==> config.mk <==
export PLATFORM = sky130hd
export DESIGN_NAME = lvds_out_fmt
export DESIGN_NICKNAME = d
export VERILOG_FILES = /design/src/rtl/lvds_fmt_pkg.sv /design/src/rtl/lvds_fmt_slot_ctr.sv /design/src/rtl/lvds_fmt_clk_gen.sv /design/src/rtl/lvds_fmt_lane.sv /design/src/rtl/lvds_out_fmt.sv
export SDC_FILE = /design/constraint.sdc
export NUM_CORES = 1
export LEC_CHECK = 0
export BUFFER_PORTS_ARGS = -buffer_cell sky130_fd_sc_hd__buf_2
export CORE_UTILIZATION = 50
export DETAILED_ROUTE_END_ITERATION = 8
export PLACE_DENSITY = 0.73
export SYNTH_ARGS = -nofsm -noshare
export SYNTH_HDL_FRONTEND = slang
export SYNTH_SLANG_ARGS = --single-unit
export TNS_END_PERCENT = 5
==> constraint.sdc <==
create_clock -name clk_i -period 4.96 [get_ports clk_i]
set_input_delay 0.248 -clock clk_i [delete_from_list [all_inputs] [get_ports clk_i]]
set_output_delay 0.248 -clock clk_i [all_outputs]
set_load 0.03 [all_outputs]
==> src/rtl/lvds_fmt_pkg.sv <==
package lvds_fmt_pkg;
  typedef struct packed {
    logic       sdr_en;
    logic       sdr_fall;
    logic [1:0] ddr_phase;
    logic       lsb_first;
    logic       twos_comp;
  } fmt_cfg_t;

  localparam fmt_cfg_t CFG_RST = '0;
endpackage

==> src/rtl/lvds_fmt_slot_ctr.sv <==
module lvds_fmt_slot_ctr #(
  parameter int BITS = 12,
  localparam int CW = $clog2(BITS)
) (
  input  logic          clk_i,
  input  logic          rst_ni,
  output logic [CW-1:0] cnt_o,
  output logic          load_o
);
  localparam logic [CW-1:0] LAST = CW'(BITS - 1);

  logic [CW-1:0] cnt_q;

  always_ff @(posedge clk_i or negedge rst_ni) begin
    if (!rst_ni)             cnt_q <= LAST;
    else if (cnt_q == LAST)  cnt_q <= '0;
    else                     cnt_q <= cnt_q + 1'b1;
  end

  assign cnt_o  = cnt_q;
  assign load_o = (cnt_q == LAST);

  p_range_r1: assert property (@(posedge clk_i) disable iff (!rst_ni)
    cnt_q <= LAST);
  p_wrap_r1: assert property (@(posedge clk_i) disable iff (!rst_ni)
    (cnt_q == LAST) |=> (cnt_q == '0));
endmodule

==> src/rtl/lvds_fmt_clk_gen.sv <==
module lvds_fmt_clk_gen
  import lvds_fmt_pkg::*;
#(
  parameter int BITS = 12,
  localparam int CW = $clog2(BITS)
) (
  input  logic          clk_i,
  input  logic          rst_ni,
  input  logic [CW-1:0] cnt_i,
  input  fmt_cfg_t      cfg_i,
  output logic          fclk_o,
  output logic [1:0]    bclk_o
);
  localparam logic [CW-1:0] HALF = CW'(BITS / 2);

  logic [1:0] d0, d1;

  always_comb begin
    // half-slot index minus phase, modulo 4
    d0 = {cnt_i[0], 1'b0} - cfg_i.ddr_phase;
    d1 = {cnt_i[0], 1'b1} - cfg_i.ddr_phase;
    if (cfg_i.sdr_en) bclk_o = cfg_i.sdr_fall ? 2'b01 : 2'b10;
    else              bclk_o = {d1[1] ^ d1[0], d0[1] ^ d0[0]};
  end

  assign fclk_o = (cnt_i < HALF);

  p_fclk_rise_r1: assert property (@(posedge clk_i) disable iff (!rst_ni)
    $rose(fclk_o) |-> (cnt_i == '0));
  p_sdr_mid_r6: assert property (@(posedge clk_i) disable iff (!rst_ni)
    cfg_i.sdr_en |-> (bclk_o[0] != bclk_o[1]));
  p_ddr_mid_r5: assert property (@(posedge clk_i) disable iff (!rst_ni)
    !cfg_i.sdr_en |-> ((bclk_o[0] != bclk_o[1]) == !cfg_i.ddr_phase[0]));
endmodule

==> src/rtl/lvds_fmt_lane.sv <==
module lvds_fmt_lane #(
  parameter int BITS = 12,
  localparam int CW = $clog2(BITS)
) (
  input  logic            clk_i,
  input  logic            rst_ni,
  input  logic            load_i,
  input  logic [CW-1:0]   cnt_i,
  input  logic            lsb_first_i,
  input  logic            twos_comp_i,
  input  logic            pwrdn_i,
  input  logic [BITS-1:0] sample_i,
  output logic            data_o
);
  localparam logic [CW-1:0] LAST = CW'(BITS - 1);

  logic [BITS-1:0] word_q;
  logic            pd_q;
  logic [CW-1:0]   idx;
  logic            flip;

  always_ff @(posedge clk_i or negedge rst_ni) begin
    if (!rst_ni) begin
      word_q <= '0;
      pd_q   <= 1'b0;
    end else if (load_i) begin
      word_q <= sample_i;
      pd_q   <= pwrdn_i;
    end
  end

  always_comb begin
    idx    = lsb_first_i ? cnt_i : LAST - cnt_i;
    flip   = twos_comp_i && (idx == LAST);
    data_o = !pd_q && (word_q[idx] ^ flip);
  end

  p_word_hold_r2: assert property (@(posedge clk_i) disable iff (!rst_ni)
    !load_i |=> ($stable(word_q) && $stable(pd_q)));
endmodule

==> src/rtl/lvds_out_fmt.sv <==
module lvds_out_fmt
  import lvds_fmt_pkg::*;
#(
  parameter int NCH  = 8,
  parameter int BITS = 12,
  localparam int CW = $clog2(BITS)
) (
  input  logic                clk_i,
  input  logic                rst_ni,
  input  logic [NCH*BITS-1:0] sample_i,
  input  logic [NCH-1:0]      pwrdn_i,
  input  logic                sdr_en_i,
  input  logic                sdr_fall_i,
  input  logic [1:0]          ddr_phase_i,
  input  logic                lsb_first_i,
  input  logic                twos_comp_i,
  output logic [NCH-1:0]      data_o,
  output logic                fclk_o,
  output logic [1:0]          bclk_o
);
  logic [CW-1:0] cnt;
  logic          load;
  fmt_cfg_t      cfg_q;

  lvds_fmt_slot_ctr #(.BITS(BITS)) u_ctr (
    .clk_i  (clk_i),
    .rst_ni (rst_ni),
    .cnt_o  (cnt),
    .load_o (load)
  );

  always_ff @(posedge clk_i or negedge rst_ni) begin
    if (!rst_ni)   cfg_q <= CFG_RST;
    else if (load) cfg_q <= '{sdr_en: sdr_en_i, sdr_fall: sdr_fall_i,
                              ddr_phase: ddr_phase_i, lsb_first: lsb_first_i,
                              twos_comp: twos_comp_i};
  end

  lvds_fmt_clk_gen #(.BITS(BITS)) u_clk (
    .clk_i  (clk_i),
    .rst_ni (rst_ni),
    .cnt_i  (cnt),
    .cfg_i  (cfg_q),
    .fclk_o (fclk_o),
    .bclk_o (bclk_o)
  );

  for (genvar c = 0; c < NCH; c++) begin : g_lane
    lvds_fmt_lane #(.BITS(BITS)) u_lane (
      .clk_i       (clk_i),
      .rst_ni      (rst_ni),
      .load_i      (load),
      .cnt_i       (cnt),
      .lsb_first_i (cfg_q.lsb_first),
      .twos_comp_i (cfg_q.twos_comp),
      .pwrdn_i     (pwrdn_i[c]),
      .sample_i    (sample_i[c*BITS +: BITS]),
      .data_o      (data_o[c])
    );
  end

  p_cfg_hold_r2: assert property (@(posedge clk_i) disable iff (!rst_ni)
    !load |=> $stable(cfg_q));
endmodule

==> flow_summary.yaml <==
status:
  status: "finished, final reports clean"
global_routing:
  first_global_vias: 4250
  grt_overflow: 0
  grt_usage: 0.222
  grt_pass1_wl_um: 21500
  grt_max_degree: 84
  antenna_found_initial: 0
sta:
  setup_violations: 0
  tightest_slew_ns: 0.890
  fin_skew_ns: 0.00580
  finalCriticalPeriod_ns: 3.68
  slew_headroom: 0.407
  max_freq_mhz: 272
  hold_violations: 0
  tns_ns: 0
  finalCritPeriodShare: 0.741
  rsz0062_at_grt: "no"
  maxSlewViolCount: 0
floorplanning:
  io_pins: 123
  rows: 40
  die_w_um: 114
  die_h_um: 114
  initial_core_util: 0.518
  design.die.area_mm2: 0.0130
  coreArea_mm2: 0.0121
clock_tree:
  post_cts_buffers: 0
  cts_max_path_buffers: 2
  clk_pin_slew_ns: 0.05
  cts_tree: "done"
  cts_resized: 0
  h-tree-depth: 4
  clockRootBuffer: "clkbuf_16"
  clock-sinks: 114
  worst_skew_pair.late_latency_ns: 0.41
  postCtsHoldBufs: 1
  cts_buffers: 17
finish:
  layout_commonest_cell: "buf_2"
  syn2layout_area_growth_pct: 17.5
  diodes: 0
  final_area_mm2: 0.00738
  fin_nets: 672
  final_cell_mix: "buf_2 (121), mux2_2 (114), dfrtp_1 (110)"
  final_layout_size_suffix_gt1_frac: 0.526
  fillers: 984
flow_run:
  max_cap_viol_count: 0
worst_setup_path:
  worstPathMaxFanout: 16
  critPathKind: "reg -> out"
  endpoint_kind: "primary output"
  critPathArrivalTime_ns: 3.43
  cp_data_required_time_ns: 4.71
  critPathLaunchType: "register"
logic_synthesis:
  seq_area_frac_synth: 0.455
  syn_nets: 568
  synth_cells: 453
  syn_avg_cell_area_um2: 13.9
  yosysWarnings: 0
  synth_cell_type_count: 42
  ys_seq_elements: 114
  syn_area_mm2: 0.00628
pwr:
  vdd_drop_max_v: 0.000207
  power.total_w: 0.00230
  p_leak_nw: 3.25
  powerDensity_mw_per_mm2: 312
route:
  avgViaCountPerCell: 5.57
  routed_wirelength_um: 13200
  drc: 0
  drt-wirelength-per-cell_um: 17.9
  drtIter0Drc: 145
  drtAntennaViolNets: 0
  first_pass_iters: 4
  vias: 4108
placed_design:
  place_area_mm2: 0.00685
  routabilityCongestion: 0.783
  io_buffers: 122
  dp_hpwl_um: 8850
hold_path:
  hp-class: "in -> reg"
[state kept, by name, summed over array words and instances (netlist names)]
register / flops
cfg_q: 6
g_lane.u_lane.pd_q: 8
u_ctr.cnt_o: 4
g_lane.u_lane.word_q: 96
[path summary, 6_finish.rpt]
path | from | endpoint | slack, ns | depth (start not counted)
max in group asynchronous | rst_ni | g_lane[3].u_lane.pd_q$_DFFE_PN0P_ | 3.29 | 3
hold reg to reg | g_lane[6].u_lane.word_q[11]$_DFFE_PN0P_ | g_lane[6].u_lane.word_q[11]$_DFFE_PN0P_ | 0.50 | 1
setup reg to reg | u_ctr.cnt_o[1]$_DFF_PN1_ | g_lane[6].u_lane.word_q[9]$_DFFE_PN0P_ | 1.86 | 4
setup / recovery | u_ctr.cnt_o[2]$_DFF_PN0_ | data_o[0] | 1.28 | 8
hold / removal | sample_i[88] | g_lane[7].u_lane.word_q[4]$_DFFE_PN0P_ | 0.06 | 2
min in group asynchronous | rst_ni | g_lane[7].u_lane.word_q[9]$_DFFE_PN0P_ | 0.45 | 2
[metal layers]
metal  vias to the layer above  track usage  wire, um  share of wire
met3                        13       0.0450       582          0.044
li1                       1896            -         -              -
met4                         0       0.0779       169          0.013
met1                      2079        0.302      5840           0.44
met2                       120        0.356      6610           0.50
met5                         -            0         0              0
[worst max-delay path: stages (launching register included)]
cell and delay, ns:
dfrtp_1 0.70, inv_1 0.19, ha_1 0.38, nor3b_1 0.25
o21ai_2 0.22, nor3_4 0.60, nor3_1 0.11, a211oi_1 0.30
buf_2 0.26
[kinds of logic (layout without fill, tap and decap cells)]
kind of cell | Yosys count | after routing | synth area share
buffers and inverters | 45 | 162 | 0.0482
muxes | 170 | 170 | 0.368
AOI/OAI and AO/OA | 51 | 51 | 0.0576
xor gates and xnor gates | 4 | 4 | 0.00857
DFF | 114 | 114 | 0.455
adders and majority gates | 3 | 3 | 0.00598
and+or+nand+nor | 66 | 66 | 0.0570
[metrics by stage]
step	cells	util	hold WS [ns]	setup WS, ns
after floorplan	453	-	-0.0476	2.62
after global placement	705	0.566	0.339	1.80
after detailed placement	705	0.566	0.356	1.75
after CTS	738	0.609	0.0519	1.30
after global routing	738	0.609	0.0581	1.04
final	738	0.609	0.0634	1.28
[final cells by class]
type	count	area, um^2	share of cell area
Clock buffer	26	489	0.0663
Multi-Input combinational cell	294	3130	0.424
Timing Repair Buffer	126	646	0.0875
Clock inverter	6	30.0	0.00407
Inverter	4	15.0	0.00203
Tap cell	168	210	0.0285
Sequential cell	114	2860	0.388
[where the power goes]
group	switching (W)	internal, W	leakage [nW]
registers	0.0000354	0.000978	1.33
clock network	0.000393	0.000670	0.262
logic	0.000105	0.000121	1.66
total	0.000534	0.00177	3.25
[cells in the mapped netlist, drive strengths merged]
library cell,instances,area share
mux2,114,0.20
o21ai,3,0.0030
nor2b,6,0.0060
a21o,6,0.0072
a211oi,10,0.014
mux4,32,0.12
dfrtp,111,0.44
mux2i,24,0.040
nor3,2,0.0034
a2111oi,1,0.0016
buf,28,0.038
a21oi,16,0.013
nand2b,16,0.017
nor2,8,0.0048
clkbuf,13,0.0078
or2,2,0.0020
dfstp,3,0.013
nand3,2,0.0016
ha,3,0.0060
inv,4,0.0024
o2111ai,6,0.0084
nor3b,4,0.0056
nand3b,1,0.0012
and3,1,0.0010
xor2,2,0.0058
o31ai,1,0.0012
o22ai,8,0.010
xnor2,2,0.0028
nand2,24,0.014
No activity file was read; power rests on OpenSTA's default activity.
